## src/rtl/tuner_i2c_pkg.sv

```systemverilog
package tuner_i2c_pkg;

  typedef enum logic [2:0] {
    ST_IDLE,
    ST_RX,
    ST_ACK,
    ST_TX,
    ST_RACK
  } bus_state_t;

  typedef enum logic [1:0] {
    PH_DEV,
    PH_SUB,
    PH_DATA
  } rx_phase_t;

  localparam int DIV_HI_REG = 0;
  localparam int DIV_LO_REG = 1;
  localparam int DIV_W      = 15;

  // power-up contents of each register
  function automatic logic [7:0] reset_value(input int unsigned idx);
    case (idx)
      3:       return 8'h40;
      4:       return 8'h6E;
      5:       return 8'h3C;
      6:       return 8'h08;
      7:       return 8'h38;
      8:       return 8'h20;
      9:       return 8'hA2;
      10:      return 8'hF1;
      11:      return 8'h38;
      12:      return 8'hD0;
      13:      return 8'h10;
      14:      return 8'h30;
      15:      return 8'h80;
      default: return 8'h00;
    endcase
  endfunction

  // bit positions that are sourced from status inputs, not storage
  function automatic logic [7:0] ro_bits(input int unsigned idx);
    case (idx)
      0, 3, 4, 7, 8: return 8'h80;
      11, 14:        return 8'hC0;
      13:            return 8'hE0;
      15:            return 8'h0F;
      default:       return 8'h00;
    endcase
  endfunction

endpackage

```

## src/rtl/i2c_line_filter.sv

```systemverilog
module i2c_line_filter #(
  parameter int FILT_LEN = 4
) (
  input  logic clk,
  input  logic rst,
  input  logic scl_i,
  input  logic sda_i,
  output logic scl_rise,
  output logic scl_fall,
  output logic start_evt,
  output logic stop_evt,
  output logic sda_lvl
);
  localparam int CW = $clog2(FILT_LEN + 1);

  logic [1:0] sync_q1, sync_q2, prev_q;
  logic [1:0] filt;

  always_ff @(posedge clk) begin
    if (rst) begin
      sync_q1 <= 2'b11;
      sync_q2 <= 2'b11;
      prev_q  <= 2'b11;
    end else begin
      sync_q1 <= {scl_i, sda_i};
      sync_q2 <= sync_q1;
      prev_q  <= filt;
    end
  end

  // index 1 = SCL, index 0 = SDA; a level is accepted after FILT_LEN equal samples
  for (genvar g = 0; g < 2; g++) begin : g_line
    logic [CW-1:0] run_q;
    logic          lvl_q;
    always_ff @(posedge clk) begin
      if (rst) begin
        run_q <= '0;
        lvl_q <= 1'b1;
      end else if (sync_q2[g] == lvl_q) begin
        run_q <= '0;
      end else if (run_q == CW'(FILT_LEN - 1)) begin
        lvl_q <= sync_q2[g];
        run_q <= '0;
      end else begin
        run_q <= run_q + 1'b1;
      end
    end
    assign filt[g] = lvl_q;
  end

  assign scl_rise  = filt[1] & ~prev_q[1];
  assign scl_fall  = ~filt[1] & prev_q[1];
  assign start_evt = filt[1] & prev_q[1] & prev_q[0] & ~filt[0];
  assign stop_evt  = filt[1] & prev_q[1] & ~prev_q[0] & filt[0];
  assign sda_lvl   = filt[0];

endmodule

```

## src/rtl/i2c_target_fsm.sv

```systemverilog
module i2c_target_fsm
  import tuner_i2c_pkg::*;
#(
  parameter int         AW       = 4,
  parameter logic [6:0] DEV_ADDR = 7'h60,
  parameter int         CLR_REG  = 15,
  parameter int         CLR_BIT  = 6
) (
  input  logic          clk,
  input  logic          rst,
  input  logic          sleep_i,
  input  logic          scl_rise,
  input  logic          scl_fall,
  input  logic          start_evt,
  input  logic          stop_evt,
  input  logic          sda_lvl,
  input  logic [7:0]    rd_data,
  output logic [AW-1:0] rd_addr,
  output logic          wr_en,
  output logic [AW-1:0] wr_addr,
  output logic [7:0]    wr_data,
  output logic          clr_o,
  output logic          sda_oe_o
);
  bus_state_t    state;
  rx_phase_t     phase;
  logic [AW-1:0] ptr;
  logic [7:0]    shreg;
  logic [2:0]    cnt;
  logic          got8, rd_mode, nack;

  assign rd_addr = ptr;

  always_ff @(posedge clk) begin
    if (rst) begin
      state    <= ST_IDLE;
      phase    <= PH_DEV;
      ptr      <= '0;
      shreg    <= '0;
      cnt      <= '0;
      got8     <= 1'b0;
      rd_mode  <= 1'b0;
      nack     <= 1'b0;
      wr_en    <= 1'b0;
      wr_addr  <= '0;
      wr_data  <= '0;
      clr_o    <= 1'b0;
      sda_oe_o <= 1'b0;
    end else begin
      wr_en <= 1'b0;
      clr_o <= 1'b0;
      if (sleep_i || stop_evt) begin
        state    <= ST_IDLE;
        sda_oe_o <= 1'b0;
      end else if (start_evt) begin
        state    <= ST_RX;
        phase    <= PH_DEV;
        cnt      <= '0;
        got8     <= 1'b0;
        rd_mode  <= 1'b0;
        sda_oe_o <= 1'b0;
      end else begin
        case (state)
          ST_RX: begin
            if (scl_rise) begin
              shreg <= {shreg[6:0], sda_lvl};
              cnt   <= cnt + 1'b1;
              if (cnt == 3'd7) got8 <= 1'b1;
            end else if (scl_fall && got8) begin
              got8 <= 1'b0;
              case (phase)
                PH_DEV: begin
                  if (shreg[7:1] == DEV_ADDR) begin
                    rd_mode  <= shreg[0];
                    sda_oe_o <= 1'b1;
                    state    <= ST_ACK;
                  end else begin
                    state <= ST_IDLE;
                  end
                end
                PH_SUB: begin
                  ptr      <= shreg[AW-1:0];
                  phase    <= PH_DATA;
                  sda_oe_o <= 1'b1;
                  state    <= ST_ACK;
                end
                default: begin
                  if (ptr == AW'(CLR_REG) && shreg[CLR_BIT]) begin
                    clr_o <= 1'b1;
                    state <= ST_IDLE;
                  end else begin
                    wr_en    <= 1'b1;
                    wr_addr  <= ptr;
                    wr_data  <= shreg;
                    ptr      <= ptr + 1'b1;
                    sda_oe_o <= 1'b1;
                    state    <= ST_ACK;
                  end
                end
              endcase
            end
          end
          ST_ACK: begin
            if (scl_fall) begin
              sda_oe_o <= 1'b0;
              if (rd_mode) begin
                shreg    <= rd_data;
                sda_oe_o <= ~rd_data[7];
                ptr      <= ptr + 1'b1;
                cnt      <= '0;
                state    <= ST_TX;
              end else begin
                if (phase == PH_DEV) phase <= PH_SUB;
                cnt   <= '0;
                state <= ST_RX;
              end
            end
          end
          ST_TX: begin
            if (scl_fall) begin
              if (cnt == 3'd7) begin
                sda_oe_o <= 1'b0;
                state    <= ST_RACK;
              end else begin
                shreg    <= {shreg[6:0], 1'b0};
                sda_oe_o <= ~shreg[6];
                cnt      <= cnt + 1'b1;
              end
            end
          end
          ST_RACK: begin
            if (scl_rise) begin
              nack <= sda_lvl;
            end else if (scl_fall) begin
              if (nack) begin
                state <= ST_IDLE;
              end else begin
                shreg    <= rd_data;
                sda_oe_o <= ~rd_data[7];
                ptr      <= ptr + 1'b1;
                cnt      <= '0;
                state    <= ST_TX;
              end
            end
          end
          default: sda_oe_o <= 1'b0;
        endcase
      end
    end
  end

endmodule

```

## src/rtl/cfg_reg_store.sv

```systemverilog
module cfg_reg_store
  import tuner_i2c_pkg::*;
#(
  parameter int NREG = 16,
  parameter int AW   = 4
) (
  input  logic              clk,
  input  logic              rst,
  input  logic              wr_en,
  input  logic [AW-1:0]     wr_addr,
  input  logic [7:0]        wr_data,
  input  logic [AW-1:0]     rd_addr,
  input  logic [NREG*8-1:0] stat_i,
  output logic [7:0]        rd_data,
  output logic [NREG*8-1:0] regs_o,
  output logic [DIV_W-1:0]  div_o
);
  logic [7:0] mem [NREG];
  logic       hi_seen, lo_seen;
  logic [7:0] rd_mask;

  always_ff @(posedge clk) begin
    if (rst) begin
      for (int i = 0; i < NREG; i++) mem[i] <= reset_value(i);
      hi_seen <= 1'b0;
      lo_seen <= 1'b0;
      div_o   <= '0;
    end else begin
      if (hi_seen && lo_seen) begin
        div_o   <= {mem[DIV_HI_REG][DIV_W-9:0], mem[DIV_LO_REG]};
        hi_seen <= 1'b0;
        lo_seen <= 1'b0;
      end
      if (wr_en) begin
        mem[wr_addr] <= wr_data & ~ro_bits(int'(wr_addr));
        if (wr_addr == AW'(DIV_HI_REG)) hi_seen <= 1'b1;
        if (wr_addr == AW'(DIV_LO_REG)) lo_seen <= 1'b1;
      end
    end
  end

  assign rd_mask = ro_bits(int'(rd_addr));
  assign rd_data = (mem[rd_addr] & ~rd_mask) | (stat_i[rd_addr*8 +: 8] & rd_mask);

  for (genvar i = 0; i < NREG; i++) begin : g_out
    assign regs_o[i*8 +: 8] = mem[i];
  end

endmodule

```

## src/rtl/tuner_i2c_regfile.sv

```systemverilog
module tuner_i2c_regfile
  import tuner_i2c_pkg::*;
#(
  parameter int         NREG     = 16,
  parameter int         FILT_LEN = 4,
  parameter logic [6:0] DEV_ADDR = 7'h60
) (
  input  logic              clk,
  input  logic              rst,
  input  logic              sleep_i,
  input  logic              scl_i,
  input  logic              sda_i,
  output logic              sda_oe_o,
  input  logic [NREG*8-1:0] stat_i,
  output logic [NREG*8-1:0] regs_o,
  output logic [DIV_W-1:0]  div_o
);
  localparam int AW = $clog2(NREG);

  logic          scl_rise, scl_fall, start_evt, stop_evt, sda_lvl;
  logic          wr_en, clr_q, core_rst;
  logic [AW-1:0] wr_addr, rd_addr;
  logic [7:0]    wr_data, rd_data;

  // soft clear feeds the same synchronous reset as the external one
  assign core_rst = rst | clr_q;

  i2c_line_filter #(.FILT_LEN(FILT_LEN)) filt_i (
    .clk(clk), .rst(rst), .scl_i(scl_i), .sda_i(sda_i),
    .scl_rise(scl_rise), .scl_fall(scl_fall),
    .start_evt(start_evt), .stop_evt(stop_evt), .sda_lvl(sda_lvl)
  );

  i2c_target_fsm #(.AW(AW), .DEV_ADDR(DEV_ADDR)) fsm_i (
    .clk(clk), .rst(core_rst), .sleep_i(sleep_i),
    .scl_rise(scl_rise), .scl_fall(scl_fall),
    .start_evt(start_evt), .stop_evt(stop_evt), .sda_lvl(sda_lvl),
    .rd_data(rd_data), .rd_addr(rd_addr),
    .wr_en(wr_en), .wr_addr(wr_addr), .wr_data(wr_data),
    .clr_o(clr_q), .sda_oe_o(sda_oe_o)
  );

  cfg_reg_store #(.NREG(NREG), .AW(AW)) store_i (
    .clk(clk), .rst(core_rst),
    .wr_en(wr_en), .wr_addr(wr_addr), .wr_data(wr_data),
    .rd_addr(rd_addr), .stat_i(stat_i), .rd_data(rd_data),
    .regs_o(regs_o), .div_o(div_o)
  );

endmodule

```

## config.mk

```make
export PLATFORM = sky130hd
export DESIGN_NAME = tuner_i2c_regfile
export DESIGN_NICKNAME = d
export VERILOG_FILES = /design/src/rtl/tuner_i2c_pkg.sv /design/src/rtl/i2c_line_filter.sv /design/src/rtl/i2c_target_fsm.sv /design/src/rtl/cfg_reg_store.sv /design/src/rtl/tuner_i2c_regfile.sv
export SDC_FILE = /design/constraint.sdc
export NUM_CORES = 1
export LEC_CHECK = 0
export CAP_MARGIN = 40
export CORE_MARGIN = 4
export CORE_UTILIZATION = 40
export DETAILED_ROUTE_END_ITERATION = 7
export PLACE_DENSITY = 0.68
export SYNTH_ARGS = -nofsm -noshare
export SYNTH_HDL_FRONTEND = slang
export SYNTH_SLANG_ARGS = --single-unit
```

## constraint.sdc

```tcl
create_clock -name clk -period 3.3 [get_ports clk]
set_input_delay 0.66 -clock clk [delete_from_list [all_inputs] [get_ports clk]]
set_output_delay 0.66 -clock clk [all_outputs]
set_load 0.03 [all_outputs]
```

# --- Word-level counts from Yosys, hierarchy flattened ---
# Memories as Yosys holds them, arrays and structs flattened. A register that Yosys moved wholly into a read port is not among the register bits.
# Cells that the tools add are included.
word_totals:
  regBits: 69
  ram_bits: 128
  mem_bits_ro: 224
  inputBits: 133
  output_inout_bits: 144
  elab_cells: 250
  n_memories: 3
op_classes:
  addsub: 4
  eq_ne: 43
  shift: 1
  muxes: 111
  n_bitwise: 29
  n_reduce_logical: 35
memory_table:
  columns: ["name", "words", "word_bits", "rd", "rd_ports_with_merged_regs", "write_ports", "line_no", "text"]
  rows:
  - ["store_i.mem", 16, 8, 17, 1, 16, "cfg_reg_store.sv:18", "logic [7:0] mem [NREG];"]
  - ["(no name shown)", 16, 7, 1, 1, 0, "tuner_i2c_pkg.sv:43", "case (idx)"]
  - ["(no name shown)", 16, 7, 1, 1, 0, "tuner_i2c_pkg.sv:43", null]
op_table:
  columns: ["cell", "count"]
  rows:
  - ["8-bit 2-to-1 mux", 24]
  - ["128-bit by 8-bit indexed part select with 8-bit output", 1]
  - ["4-bit 2-to-1 mux", 15]
  - ["3-bit 2-to-1 mux", 15]
  - ["1-bit 2-to-1 mux", 37]
  - ["8-bit one-hot mux with 4 select lines", 1]
  - ["8-bit AND", 3]
  - ["3-bit by 2-bit != test with 1-bit output, second input constant", 8]
  - ["3-bit != test, second input constant", 8]
  - ["3-bit one-hot mux with 4 select lines", 2]
  - ["8-bit AND reduction", 3]
  - ["2-bit 2-to-1 mux", 11]
  - ["9-bit AND reduction", 2]
  - ["8-bit NOT", 2]
  - ["8-bit OR reduction", 2]
  - ["1-bit NOT", 15]
  - ["2-bit != test, second input constant", 7]
  - ["3-bit by 2-bit equality test with 1-bit output, second input constant", 4]
  - ["2-bit by 1-bit != test with 1-bit output, second input constant", 6]
  - ["4-bit one-hot mux with 3 select lines", 1]
  - ["12-bit AND reduction", 1]
  - ["11-bit AND reduction", 1]
  - ["3-bit by 1-bit adder with 3-bit output, second input constant", 3]
  - ["3-bit nonzero test", 3]
  - ["other kinds (30)", 48]

# --- Logic depth before layout (Yosys ltp) ---
depth:
  ltp_word: 9
  depth_mapped: 10
  depth_no_buf: 9

# --- Modules after synthesis ---
# A second synthesis with hierarchy kept.
unflattened:
  cells_unflattened: 842
  area_unflattened_um2: 9758.1
modules_own_cells:
  columns: ["mod", "instances", "cells_each", "area_each_um2", "seq_area_each_um2"]
  rows:
  - ["cfg_reg_store", 1, 536, 6935.4, 4184.0]
  - ["i2c_target_fsm", 1, 261, 2301.0, 760.7]
  - ["i2c_line_filter", 1, 44, 515.5, 280.3]
  - ["tuner_i2c_regfile", 1, 1, 6.3, 0.0]

# --- Least setup slack after synthesis ---
# Ideal clock, no wire load.
synth_timing:
  path_type: "in2reg"
  startpoint: "input sleep_i"
  endpoint: "register, netlist name store_i.rd_mask[6]"
  setup_ps: 116
  t_arrival_ps: 2229
  required_ps: 3184
  path_slack_ps: 955
  cell_stages: 7
  n_path_buf: 0
  path_cell_list: "a31o_1 > nor4_4 > nor2_1 > a311oi_1 > ha_1 > mux2i_1 > nor2b_1"
synth_between:
  elab_chain_len: 5
synth_lines:
  columns: ["element", "line_no", "text"]
  rows:
  - ["start: declaration", "tuner_i2c_regfile.sv:10", "input logic sleep_i,"]
  - ["1-bit logical OR", "i2c_target_fsm.sv:52", "if (sleep_i || stop_evt) begin"]
  - ["1-bit NOT (no source line)", null, null]
  - ["12-bit AND reduction (no source line)", null, null]
  - ["4-bit 2-to-1 mux (no source line) (2 in series)", null, null]
# Every way passes these cells.
# A chain may end at the register's enable or synchronous reset.

==> key figures <==
Status
  • Outcome: finished clean

Global route
  • Vias in the first global route: 8,553
  • Met2 Use GR: 0.3716
  • Initial antenna violation count: 0
  • Grt met1 use: 0.3184
  • Layer carrying the most global-route usage: met2
  • Largest net degree at the start of global routing: 36
  • Total congestion overflow: 0
  • First-pass GRT wire length: 51.09 mm
  • Total track usage: 0.2307
  • Met3 global-route usage: 0.04822

STA
  • Final period utilization: 0.8110
  • Max Freq: 373.7 MHz
  • TNS Setup: 0 ps
  • RSZ-0062 raised after global routing: no
  • Relative slew slack: 0.3808
  • Post-Route Skew: 27.77 ps
  • Actual slew at the worst max-slew pin: 928.9 ps
  • Finish-stage setup viols: 0
  • Final Slew Violations: 0
  • Minimum clock period after layout: 2676 ps
  • Final hold vios: 0

Setup path
  • Most frequent CP cell: mux2i_1
  • Worst EP arrival: 3080 ps
  • FF-to-FF setup slack: 620 ps
  • CP delay by family, top: simple AND/OR/NAND/NOR gates
  • Crit path max-delay cell type: dfxtp_1
  • CP endpoint kind: flop
  • CP peak stage delay: 550 ps
  • RR Startpoint: filt_i.prev_q[1]
  • Worst Setup Path Type: flop to flop
  • Buf+Inv Stages, Crit Path: 0
  • CP required: 3710 ps
  • CP Launch Type: flop
  • CP cell instances: nand2b_1 -> nor3_2 -> nand4b_1 -> mux2i_1 -> nor2_1 -> ha_1 -> mux2i_1 -> nor3_1
  • Max Fanout on Critical Path: 12
  • R2R depth: 8

Clocking
  • Worst-path clk slew: 60 ps
  • Hold_buf cts: 0
  • Num CTS Buffers: 23
  • CTS sink cnt: 209
  • H-tree depth: 1
  • Clock Latency Late Sink: 530 ps
  • CTS resizes: 0
  • Post CTS Setup Buffer Count: 0
  • Clk buf depth: 3
  • CTS tree: built
  • CTS root buf: clkbuf_16

Detailed routing
  • DRT iter0 DRCs: 913
  • Via density: 5.682
  • Post-route ant nets: 0
  • Via Count: 8,631
  • Wire length per cell: 22.41 um
  • DRC Markers: 0
  • DR pass1 iterations: 5
  • Routed WL: 34.03 mm

Yosys
  • Asr flop ratio synth: 0
  • Warning count from the yosys run: 0
  • Post-synth EDFFs: 128
  • Seq cells post-synth: 209
  • Sequential share of the synthesized area: 0.5242
  • Net Count, Synth: 1,061
  • Cell count after synthesis: 919
  • Netlist cell types: 73
  • Post-synth top flop: edfxtp_1
  • Syn_area_per_cell: 11.35 um^2
  • Syn Std Cell Area: 10,430 um^2

Floorplan
  • Die W: 169.5 um
  • Rows: 58
  • Starting Density: 0.4105
  • I/O pins: 277
  • Core ar.: 25,400 um^2
  • Die height: 169.5 um
  • Die Area: 28,710 um^2

Worst hold path
  • Hold Path Class: flop to flop
  • Hold path startpoint: filt_i.g_line[0].run_q[0]
  • Hold EP: filt_i.g_line[0].run_q[0]
  • WHS Path Cells: 1

Pwr
  • VDD IR max: 0.3537 mV
  • P per Cell Area: 427.4 nW/um^2
  • Pwr Total: 0.006005 W
  • Leakage: 4.714 nW

Flow run
  • Maxcap violations: 0

Finish
  • Reg area: 5469 um^2
  • Commonest non-fill, non-tap cell in the layout: clkdlybuf4s50_1
  • Layout cells sized above 1: 0.1337
  • Fill count: 2,185
  • Nets@finish: 1,314
  • Most frequent cells in the layout: clkdlybuf4s50_1 (260), nor2_1 (148), edfxtp_1 (128)
  • Total inserted antenna cells: 0
  • Area of the multi-input gates: 4504 um^2
  • Fin area: 14,050 um^2
  • Area grow syn2layout: 34.75%

Place
  • Placed cell area: 13,340 um^2
  • GP Congestion: 0.8683
  • Hpwl dp: 25.36 mm
  • Port Buffers: 260
synth_stat cells, drive strengths merged (7+ instances only):
cell type,count,share of area
nor2,149,0.054
edfxtp,128,0.37
nand2,115,0.041
dfxtp,81,0.16
mux4,57,0.12
a21oi,43,0.021
clkbuf,41,0.021
mux2i,38,0.036
buf,30,0.017
o21ai,28,0.014
nand3,20,0.0096
nor2b,18,0.011
inv,14,0.0050
nand2b,12,0.0072
a211oi,11,0.0079
nand4,11,0.0066
a2111oi,9,0.0076
ha,9,0.011
a31oi,8,0.0048
nand3b,7,0.0050
cell type report:
cell class	instances	share of cell area
clock buffer	27	0.04203
clock inverter	15	0.008371
inverter	15	0.004007
multi-input combinational	624	0.3206
sequential	209	0.3893
tap	330	0.02939
timing repair buffer	299	0.2063
per-layer routing:
metal	wire length [um]	up-vias
met5	0	-
met4	1061	0
met3	3026	71
met2	16110	445
met1	13840	4229
li1	-	3886
flip-flops by register name, indices dropped and copies added (netlist names), 2 cells and up, named ones only:
| register | flops |
|---|---|
| store_i.div_o | 15 |
| fsm_i.cnt | 3 |
| filt_i.sync_q1 | 2 |
| fsm_i.wr_data | 8 |
| fsm_i.phase | 2 |
| fsm_i.wr_addr | 4 |
| store_i.mem | 128 |
| fsm_i.shreg | 8 |
| fsm_i.state | 3 |
| filt_i.g_line.run_q | 6 |
| filt_i.sync_q2 | 2 |
| store_i.rd_mask | 4 |
| fsm_i.rd_addr | 4 |
| filt_i.prev_q | 2 |
worst max path at each step:
stage	from	end	slack, ps	cells after the start
after CTS	fsm_i.state[1]	store_i.rd_mask[6]	640	9
after detailed placement	sleep_i	store_i.rd_mask[6]	220	8
final	filt_i.prev_q[1]	flop	620	8
after global routing	filt_i.prev_q[1]	flop	380	8
after floorplan	sleep_i	store_i.rd_mask[6]	950	7
after global placement	sleep_i	store_i.rd_mask[6]	230	8
power breakdown:
group	leakage (nW)	switching [W]	internal, W	total (W)
sequential	1.89	0.0000737	0.00285	0.00292
combinational	2.48	0.000318	0.000319	0.000637
clock	0.346	0.00107	0.00137	0.00244
total	4.71	0.00146	0.00454	0.00601
stage by stage:
step           setup slack (ps)  instances  utilization  hold slack, ps
6_report                  623.7       1519       0.5532           418.7
5_1_grt                   384.9       1519       0.5532           437.1
4_1_cts                   638.0       1519       0.5532           424.8
3_5_place_dp              222.6       1477       0.5253           408.3
3_3_place_gp              229.9       1476       0.5248           402.3
2_1_floorplan             954.5        919            -           389.5
worst reg2reg max path, cell delays in order (launching register included):
cell and delay [ps]:
dfxtp_1 550, nand2b_1 270, nor3_2 360, nand4b_1 400
mux2i_1 380, nor2_1 80, ha_1 330, mux2i_1 150
nor3_1 60
cell families after synthesis:
group / Yosys count / share of synthesized area
AO/OA/AOI/OAI: 130 / 0.08173
AND/OR/NAND/NOR: 380 / 0.1705
flip-flops: 209 / 0.5242
XOR/XNOR: 7 / 0.005880
buffers and inverters: 86 / 0.04404
adder cells (fa/ha/maj): 9 / 0.01080
multiplexers: 98 / 0.1628
Note: power is estimated with default switching activity, not from simulation.
